**src/rtl/sram_pipe_pkg.sv**
```systemverilog
// Package: shared types for the pipelined byte-lane SRAM.
// Assumes: one command per clock; a command is idle, a read or a write.
package sram_pipe_pkg;

    // Kind of command captured in the input register.
    typedef enum logic [1:0] {
        OP_NONE  = 2'd0,
        OP_READ  = 2'd1,
        OP_WRITE = 2'd2
    } sram_op_e;

endpackage

```
**src/rtl/sram_ctl_decode.sv**
```systemverilog
// Module: sram_ctl_decode
// Turns the raw strobes of one cycle into a command kind and a per-lane
// write mask. Global write wins over byte writes. Byte writes use the
// active-low lane selects. A deselected cycle yields no command.
// Assumes: all strobes are active low except ce_b.
module sram_ctl_decode
    import sram_pipe_pkg::*;
#(
    parameter int LANES = 4
) (
    input  logic             ce_a_n,
    input  logic             ce_b,
    input  logic             ce_c_n,
    input  logic             gw_n,
    input  logic             bwe_n,
    input  logic [LANES-1:0] bsel_n,
    output sram_op_e         op,
    output logic [LANES-1:0] lane_we
);

    logic selected;

    // Chip selection: all three enables at their active level.
    always_comb begin
        selected = !ce_a_n && ce_b && !ce_c_n;
    end

    // Command and lane mask, global write first.
    always_comb begin
        op      = OP_NONE;
        lane_we = '0;
        if (selected) begin
            if (!gw_n) begin
                op      = OP_WRITE;
                lane_we = '1;
            end else if (!bwe_n) begin
                op      = OP_WRITE;
                lane_we = ~bsel_n;
            end else begin
                op      = OP_READ;
            end
        end
    end

endmodule

```
**src/rtl/sram_in_stage.sv**
```systemverilog
// Module: sram_in_stage
// The input register stage. It holds the decoded command, the lane mask,
// the address and the write data for one cycle.
// Assumes: synchronous active-low reset clears only the command and mask.
module sram_in_stage
    import sram_pipe_pkg::*;
#(
    parameter int ADDR_W = 6,
    parameter int LANES  = 4,
    parameter int LANE_W = 9,
    localparam int DATA_W = LANES * LANE_W
) (
    input  logic              clk,
    input  logic              rst_n,
    input  sram_op_e          op_d,
    input  logic [LANES-1:0]  we_d,
    input  logic [ADDR_W-1:0] addr_d,
    input  logic [DATA_W-1:0] data_d,
    output sram_op_e          op_q,
    output logic [LANES-1:0]  we_q,
    output logic [ADDR_W-1:0] addr_q,
    output logic [DATA_W-1:0] data_q
);

    // Capture the command and its control; reset leaves an idle command.
    always_ff @(posedge clk) begin
        if (!rst_n) begin
            op_q <= OP_NONE;
            we_q <= '0;
        end else begin
            op_q <= op_d;
            we_q <= we_d;
        end
    end

    // Capture address and data; they have no meaning without a command.
    always_ff @(posedge clk) begin
        addr_q <= addr_d;
        data_q <= data_d;
    end

endmodule

```
**src/rtl/sram_array.sv**
```systemverilog
// Module: sram_array
// Storage split into one narrow memory per byte lane. Each lane is written
// on its own enable. The read port is combinational and returns the
// contents as of the last edge.
// Assumes: contents are not reset; a single address serves both ports.
module sram_array #(
    parameter int ADDR_W = 6,
    parameter int LANES  = 4,
    parameter int LANE_W = 9,
    localparam int DEPTH  = 1 << ADDR_W,
    localparam int DATA_W = LANES * LANE_W
) (
    input  logic              clk,
    input  logic [LANES-1:0]  lane_we,
    input  logic [ADDR_W-1:0] addr,
    input  logic [DATA_W-1:0] wdata,
    output logic [DATA_W-1:0] rdata
);

    for (genvar k = 0; k < LANES; k++) begin : g_lane
        logic [LANE_W-1:0] cells [DEPTH];

        // Lane write: update this lane only when its enable is set.
        always_ff @(posedge clk) begin
            if (lane_we[k]) begin
                cells[addr] <= wdata[k*LANE_W +: LANE_W];
            end
        end

        // Lane read: present the addressed cell of this lane.
        always_comb begin
            rdata[k*LANE_W +: LANE_W] = cells[addr];
        end
    end

endmodule

```
**src/rtl/sram_out_stage.sv**
```systemverilog
// Module: sram_out_stage
// The output register and the output-enable register. A registered read
// loads the word and raises the enable. Any other command drops the
// enable at the next edge.
// Assumes: synchronous active-low reset releases the bus.
module sram_out_stage
    import sram_pipe_pkg::*;
#(
    parameter int DATA_W = 36
) (
    input  logic              clk,
    input  logic              rst_n,
    input  sram_op_e          op_q,
    input  logic [DATA_W-1:0] rdata,
    output logic [DATA_W-1:0] dq_o,
    output logic              dq_oe
);

    // Output enable follows the command one stage later.
    always_ff @(posedge clk) begin
        if (!rst_n) begin
            dq_oe <= 1'b0;
        end else begin
            dq_oe <= (op_q == OP_READ);
        end
    end

    // Output data loads only on a read and holds otherwise.
    always_ff @(posedge clk) begin
        if (!rst_n) begin
            dq_o <= '0;
        end else if (op_q == OP_READ) begin
            dq_o <= rdata;
        end
    end

endmodule

```
**src/rtl/sram_pipe_top.sv**
```systemverilog
// Module: sram_pipe_top
// A pipelined synchronous SRAM with byte-lane writes. The chain is:
// decode, input register, lane array, output register. Results appear
// two edges after the inputs, and the bus is released after one stage.
// Assumes: a single clock; burst addresses come from outside.
module sram_pipe_top
    import sram_pipe_pkg::*;
#(
    parameter int ADDR_W = 6,
    parameter int LANES  = 4,
    parameter int LANE_W = 9,
    localparam int DATA_W = LANES * LANE_W
) (
    input  logic              clk,
    input  logic              rst_n,
    input  logic [ADDR_W-1:0] addr_i,
    input  logic [DATA_W-1:0] dq_i,
    input  logic              ce_a_n,
    input  logic              ce_b,
    input  logic              ce_c_n,
    input  logic              gw_n,
    input  logic              bwe_n,
    input  logic [LANES-1:0]  bsel_n,
    output logic [DATA_W-1:0] dq_o,
    output logic              dq_oe
);

    sram_op_e          op_d;
    sram_op_e          op_q;
    logic [LANES-1:0]  we_d;
    logic [LANES-1:0]  we_q;
    logic [ADDR_W-1:0] addr_q;
    logic [DATA_W-1:0] data_q;
    logic [DATA_W-1:0] rdata;

    sram_ctl_decode #(.LANES(LANES)) u_decode (
        .ce_a_n  (ce_a_n),
        .ce_b    (ce_b),
        .ce_c_n  (ce_c_n),
        .gw_n    (gw_n),
        .bwe_n   (bwe_n),
        .bsel_n  (bsel_n),
        .op      (op_d),
        .lane_we (we_d)
    );

    sram_in_stage #(.ADDR_W(ADDR_W), .LANES(LANES), .LANE_W(LANE_W)) u_in (
        .clk    (clk),
        .rst_n  (rst_n),
        .op_d   (op_d),
        .we_d   (we_d),
        .addr_d (addr_i),
        .data_d (dq_i),
        .op_q   (op_q),
        .we_q   (we_q),
        .addr_q (addr_q),
        .data_q (data_q)
    );

    sram_array #(.ADDR_W(ADDR_W), .LANES(LANES), .LANE_W(LANE_W)) u_array (
        .clk     (clk),
        .lane_we (we_q),
        .addr    (addr_q),
        .wdata   (data_q),
        .rdata   (rdata)
    );

    sram_out_stage #(.DATA_W(DATA_W)) u_out (
        .clk   (clk),
        .rst_n (rst_n),
        .op_q  (op_q),
        .rdata (rdata),
        .dq_o  (dq_o),
        .dq_oe (dq_oe)
    );

    logic port_sel;
    logic port_rd;

    // Port-level view of selection and read, used only by the properties.
    always_comb begin
        port_sel = !ce_a_n && ce_b && !ce_c_n;
        port_rd  = port_sel && gw_n && bwe_n;
    end

    // a selected read at the ports drives the bus two edges later.
    p_read_drives_r2: assert property (@(posedge clk) disable iff (!rst_n)
        port_rd |=> ##1 dq_oe);

    // a deselected or write cycle releases the bus two edges later.
    p_release_r7: assert property (@(posedge clk) disable iff (!rst_n)
        !port_rd |=> ##1 !dq_oe);

    // global write on a selected cycle enables every lane in the array.
    p_global_all_r4: assert property (@(posedge clk) disable iff (!rst_n)
        (port_sel && !gw_n) |=> (we_q == {LANES{1'b1}}));

    // a byte write enables exactly the lanes whose selects were low.
    p_byte_lanes_r3: assert property (@(posedge clk) disable iff (!rst_n)
        (port_sel && gw_n && !bwe_n) |=> (we_q == ~$past(bsel_n)));

    // a deselected cycle enables no lane.
    p_desel_no_write_r6: assert property (@(posedge clk) disable iff (!rst_n)
        !port_sel |=> (we_q == '0));

endmodule

```
**config.mk**
```make
export PLATFORM = sky130hd
export DESIGN_NAME = sram_pipe_top
export DESIGN_NICKNAME = d
export VERILOG_FILES = /design/src/rtl/sram_pipe_pkg.sv /design/src/rtl/sram_ctl_decode.sv /design/src/rtl/sram_in_stage.sv /design/src/rtl/sram_array.sv /design/src/rtl/sram_out_stage.sv /design/src/rtl/sram_pipe_top.sv
export SDC_FILE = /design/constraint.sdc
export NUM_CORES = 2
export LEC_CHECK = 0
export BUFFER_PORTS_ARGS = -buffer_cell sky130_fd_sc_hd__buf_4
export CORE_ASPECT_RATIO = 1.75
export CORE_UTILIZATION = 60
export CTS_BUF_LIST = sky130_fd_sc_hd__clkbuf_8
export CTS_CLUSTER_SIZE = 25
export DETAILED_ROUTE_END_ITERATION = 8
export PLACE_DENSITY_LB_ADDON = 0.3
export SYNTH_ARGS = -nofsm -noshare
export SYNTH_HDL_FRONTEND = slang
export SYNTH_SLANG_ARGS = --single-unit
```
**constraint.sdc**
```tcl
create_clock -name clk -period 4.9 [get_ports clk]
set_input_delay 0.245 -clock clk [delete_from_list [all_inputs] [get_ports clk]]
set_output_delay 0.245 -clock clk [all_outputs]
set_load 0.02 [all_outputs]
```
==> summary.md <==
| Metric | Value |
|---|---|
| R2R depth | `7` |
| Worst setup EP type | `register` |
| Layout Skew | `63.33 ps` |
| Peak fanout along the critical path | `35` |
| Htree depth | `5` |
| Initial Util | `0.6049` |
| Pwr/cell area | `384.3 mW/mm²` |
| Asr flop ratio synth | `0` |
| RSZ-0062 raised after global routing | `no` |
| Post-DRT Antenna Nets | `0` |
| Critical path class | `register to register` |
| P_leak | `0.03280 µW` |
| Setup Fix Bufs, Post-CTS | `0` |
| Detailed Route WL | `276700 µm` |
| Clock Sinks | `2389` |
| Grt total ovfl | `0` |
| Synth top area cells | `edfxtp_1, a221oi_1, mux4_2` |
| Most frequent cells in the layout | `edfxtp_1, nor2_1, clkbuf_8` |
| All-Layer GR Usage | `0.3538` |
| WHS Path Cells | `3` |
| PortBufs | `89` |
| Cts bufs inserted | `324` |
| Synth Area in Compound Gates | `0.1018` |
| Clock Path Buffers | `4` |
| Register area share after synthesis | `0.7718` |
| Top-area cell type share of the netlist area | `0.7533` |
| Placed Area | `0.09495 mm²` |
| EDFF count, synth | `2304` |
| Mux contribution to synthesized area | `0.07477` |
| Synth cell types | `76` |
| Reg2reg end | `u_out.dq_o[10]` |
| Fin crit share | `0.7800` |
| Vias | `55280` |
| FMAX | `0.2617 GHz` |
| P&R area growth vs syn | `11.02%` |
| Final Cell Area | `0.1020 mm²` |
| Synth area leader | `edfxtp_1` |
| Area share of xor/xnor cells in the synthesized design | `0` |
| Post-synth top flop | `edfxtp_1` |
| Initial antenna violation count | `15` |
| Share of layout cells above drive strength 1 | `0.1824` |
| Worst endpoint data arrival time | `4590 ps` |
| Post-synthesis instance total | `5213` |
| Maxcap violations | `0` |
| Total die area | `0.1547 mm²` |
| Largest net degree at the start of global routing | `130` |
| Adder-cell area share of the yosys netlist | `0` |
| Slew Limit Fails | `0` |
| Die width | `297.8 µm` |
| Syn Area/Cell | `17.62 µm²` |
| Actual slew at the worst max-slew pin | `1272 ps` |
| First-pass GRT wire length | `388900 µm` |
| DR WL/cell | `35.48 µm` |
| Most common cell after layout, fill and taps aside | `edfxtp_1` |
| R2r setup slk | `1080 ps` |
| Minimum clock period | `3822 ps` |
| I/O pins | `90` |
| Net count after synthesis | `5266` |
| Hpwl dp | `164700 µm` |
| Via/cell ratio | `7.089` |
| Final hold slack | `74.12 ps` |
| Post-Route Setup TNS | `0 ps` |
| TritonCTS clock tree | `done` |
| Hold WC Path Type | `input pin to register` |
| Largest family of logic cells by synthesized area | `compound AO/OA/AOI/OAI gates` |
| CTS clk-pin slew, worst paths | `70 ps` |
| Max-slew headroom | `0.1489` |
| Final Hold Viols | `0` |
| Hold endpoint | `u_in.we_q[2]` |
| Skew-Pair Late Insertion Delay | `970 ps` |
| Status | `completed` |
| Cell Area, Synth | `0.09184 mm²` |
| Layout Nets | `5600` |
| DR pass1 iterations | `6` |
| Final number of setup-violating endpoints | `0` |
| Total power | `39190 µW` |
| Die height | `519.6 µm` |
| Core ar. | `0.1518 mm²` |
| Vias in the first global route | `54820` |
| Num rows | `189` |
| Max VDD drop | `240.7 µV` |
| First DRT Iteration DRCs | `8431` |
| YS warnings | `0` |
| R2r startpoint | `u_in.addr_q[1]` |
| Filler cell count | `9812` |
| Post-synthesis simple-gate area fraction | `0.02887` |
| Req. time, crit path | `5670 ps` |
| Post-route DRC | `0` |
| Critical hold path startpoint | `gw_n` |
| Root Buffer | `clkbuf_8` |
| Seq cells post-synth | `2389` |
| Placer Congestion | `0.9147` |
| Startpoint Class | `register` |
==> stage by stage <==
step	setup slack, ps	std cells	util
finish	1078	7798	0.6716
global route	1035	7790	0.6715
detailed placement	1294	7127	0.6254
CTS	1184	7788	0.6715
floorplan	2460	5213	-
global placement	1408	7127	0.6254
==> sequential cells by signal, summed over array words and instances, names as in the netlist <==
signal,flops
u_in.we_q,4
u_in.data_q,36
u_in.addr_q,6
u_out.dq_o,36
u_array.g_lane.cells,2304
u_in.op_q,2
u_out.dq_oe,1
==> layout make-up <==
cell class	instances	area (µm²)	area share
flip-flops and latches	2389	70940	0.6958
well taps	2005	2509	0.02460
clock buffers	350	4817	0.04724
diodes	10	25.02	0.0002454
clock inverters	212	1184	0.01161
repair buffers	395	3463	0.03397
inverters	4	27.53	0.0002700
multi-input cells	2433	19000	0.1863
==> kinds of logic after synthesis <==
group                  after synthesis
AO/OA/AOI/OAI                     1277
AND/OR/NAND/NOR                    626
multiplexers                       530
flip-flops                        2389
buffers and inverters              391
==> where the power goes <==
group | internal, µW | switching (µW) | leakage, µW
combinational | 672 | 1610 | 0.00790
sequential | 22400 | 46.2 | 0.0214
clock | 7160 | 7290 | 0.00350
==> synthesized netlist by cell type, types with 7 or more instances <==
cell type,instances
buf_4,59
a22oi_1,206
o22ai_1,101
o21ai_0,136
buf_1,38
nor2b_1,9
dfxtp_1,85
a22o_1,60
o2bb2ai_1,29
a221oi_1,299
mux2_1,42
nand3_1,10
a21oi_1,186
nor3_1,13
mux4_2,104
clkbuf_1,105
o32ai_1,13
a221o_1,41
a222oi_1,14
mux2_2,166
a21o_1,9
o22a_1,19
o221ai_1,9
a31oi_1,47
a211oi_1,30
nand2_1,165
buf_6,24
and3_1,12
a211o_1,7
nand2b_1,8
buf_2,159
nor2_1,358
and2_1,12
edfxtp_1,2304
o21ai_1,16
o211ai_1,8
mux2i_1,218
==> how the worst max path moves through the flow <==
stage                   startpoint                        endpoint  slack (ps)  depth (start not counted)
finish              u_in.addr_q[1]                  u_out.dq_o[10]        1080                          7
detailed placement  u_in.addr_q[0]                   u_out.dq_o[2]        1290                          6
CTS                 u_in.addr_q[0]                   u_out.dq_o[2]        1180                          6
floorplan           u_in.addr_q[4]  u_array.g_lane[0].cells[10][0]        2460                          7
global placement    u_in.addr_q[0]                   u_out.dq_o[2]        1410                          6
global route        u_in.addr_q[0]                   u_out.dq_o[2]        1030                          6
==> layer usage <==
metal | share of wire | GRT usage | up-vias
met1 | 0.32 | 0.4243 | 27460
met3 | 0.12 | 0.08576 | 1105
met2 | 0.48 | 0.5661 | 4684
met5 | 0.00027 | 0 | -
met4 | 0.080 | 0.2486 | 10
li1 | - | - | 22020
==> worst max-delay path, cell delays in order (launching register included) <==
cell and delay (ps):
dfxtp_4 750, buf_4 530, buf_4 350, mux2_2 380
a221oi_1 260, a21oi_1 130, o21ai_0 970, a41oi_1 220
==> timing repair <==
| item | 4_1_cts | 5_1_grt |
|---|---|---|
| gates resized for setup | 0 | 0 |
| hold buffers | 99 | 0 |
| setup endpoints to repair | 0 | 0 |
| endpoints found under the hold margin | 85 | 0 |
Note: power is estimated with default switching activity, not from simulation.
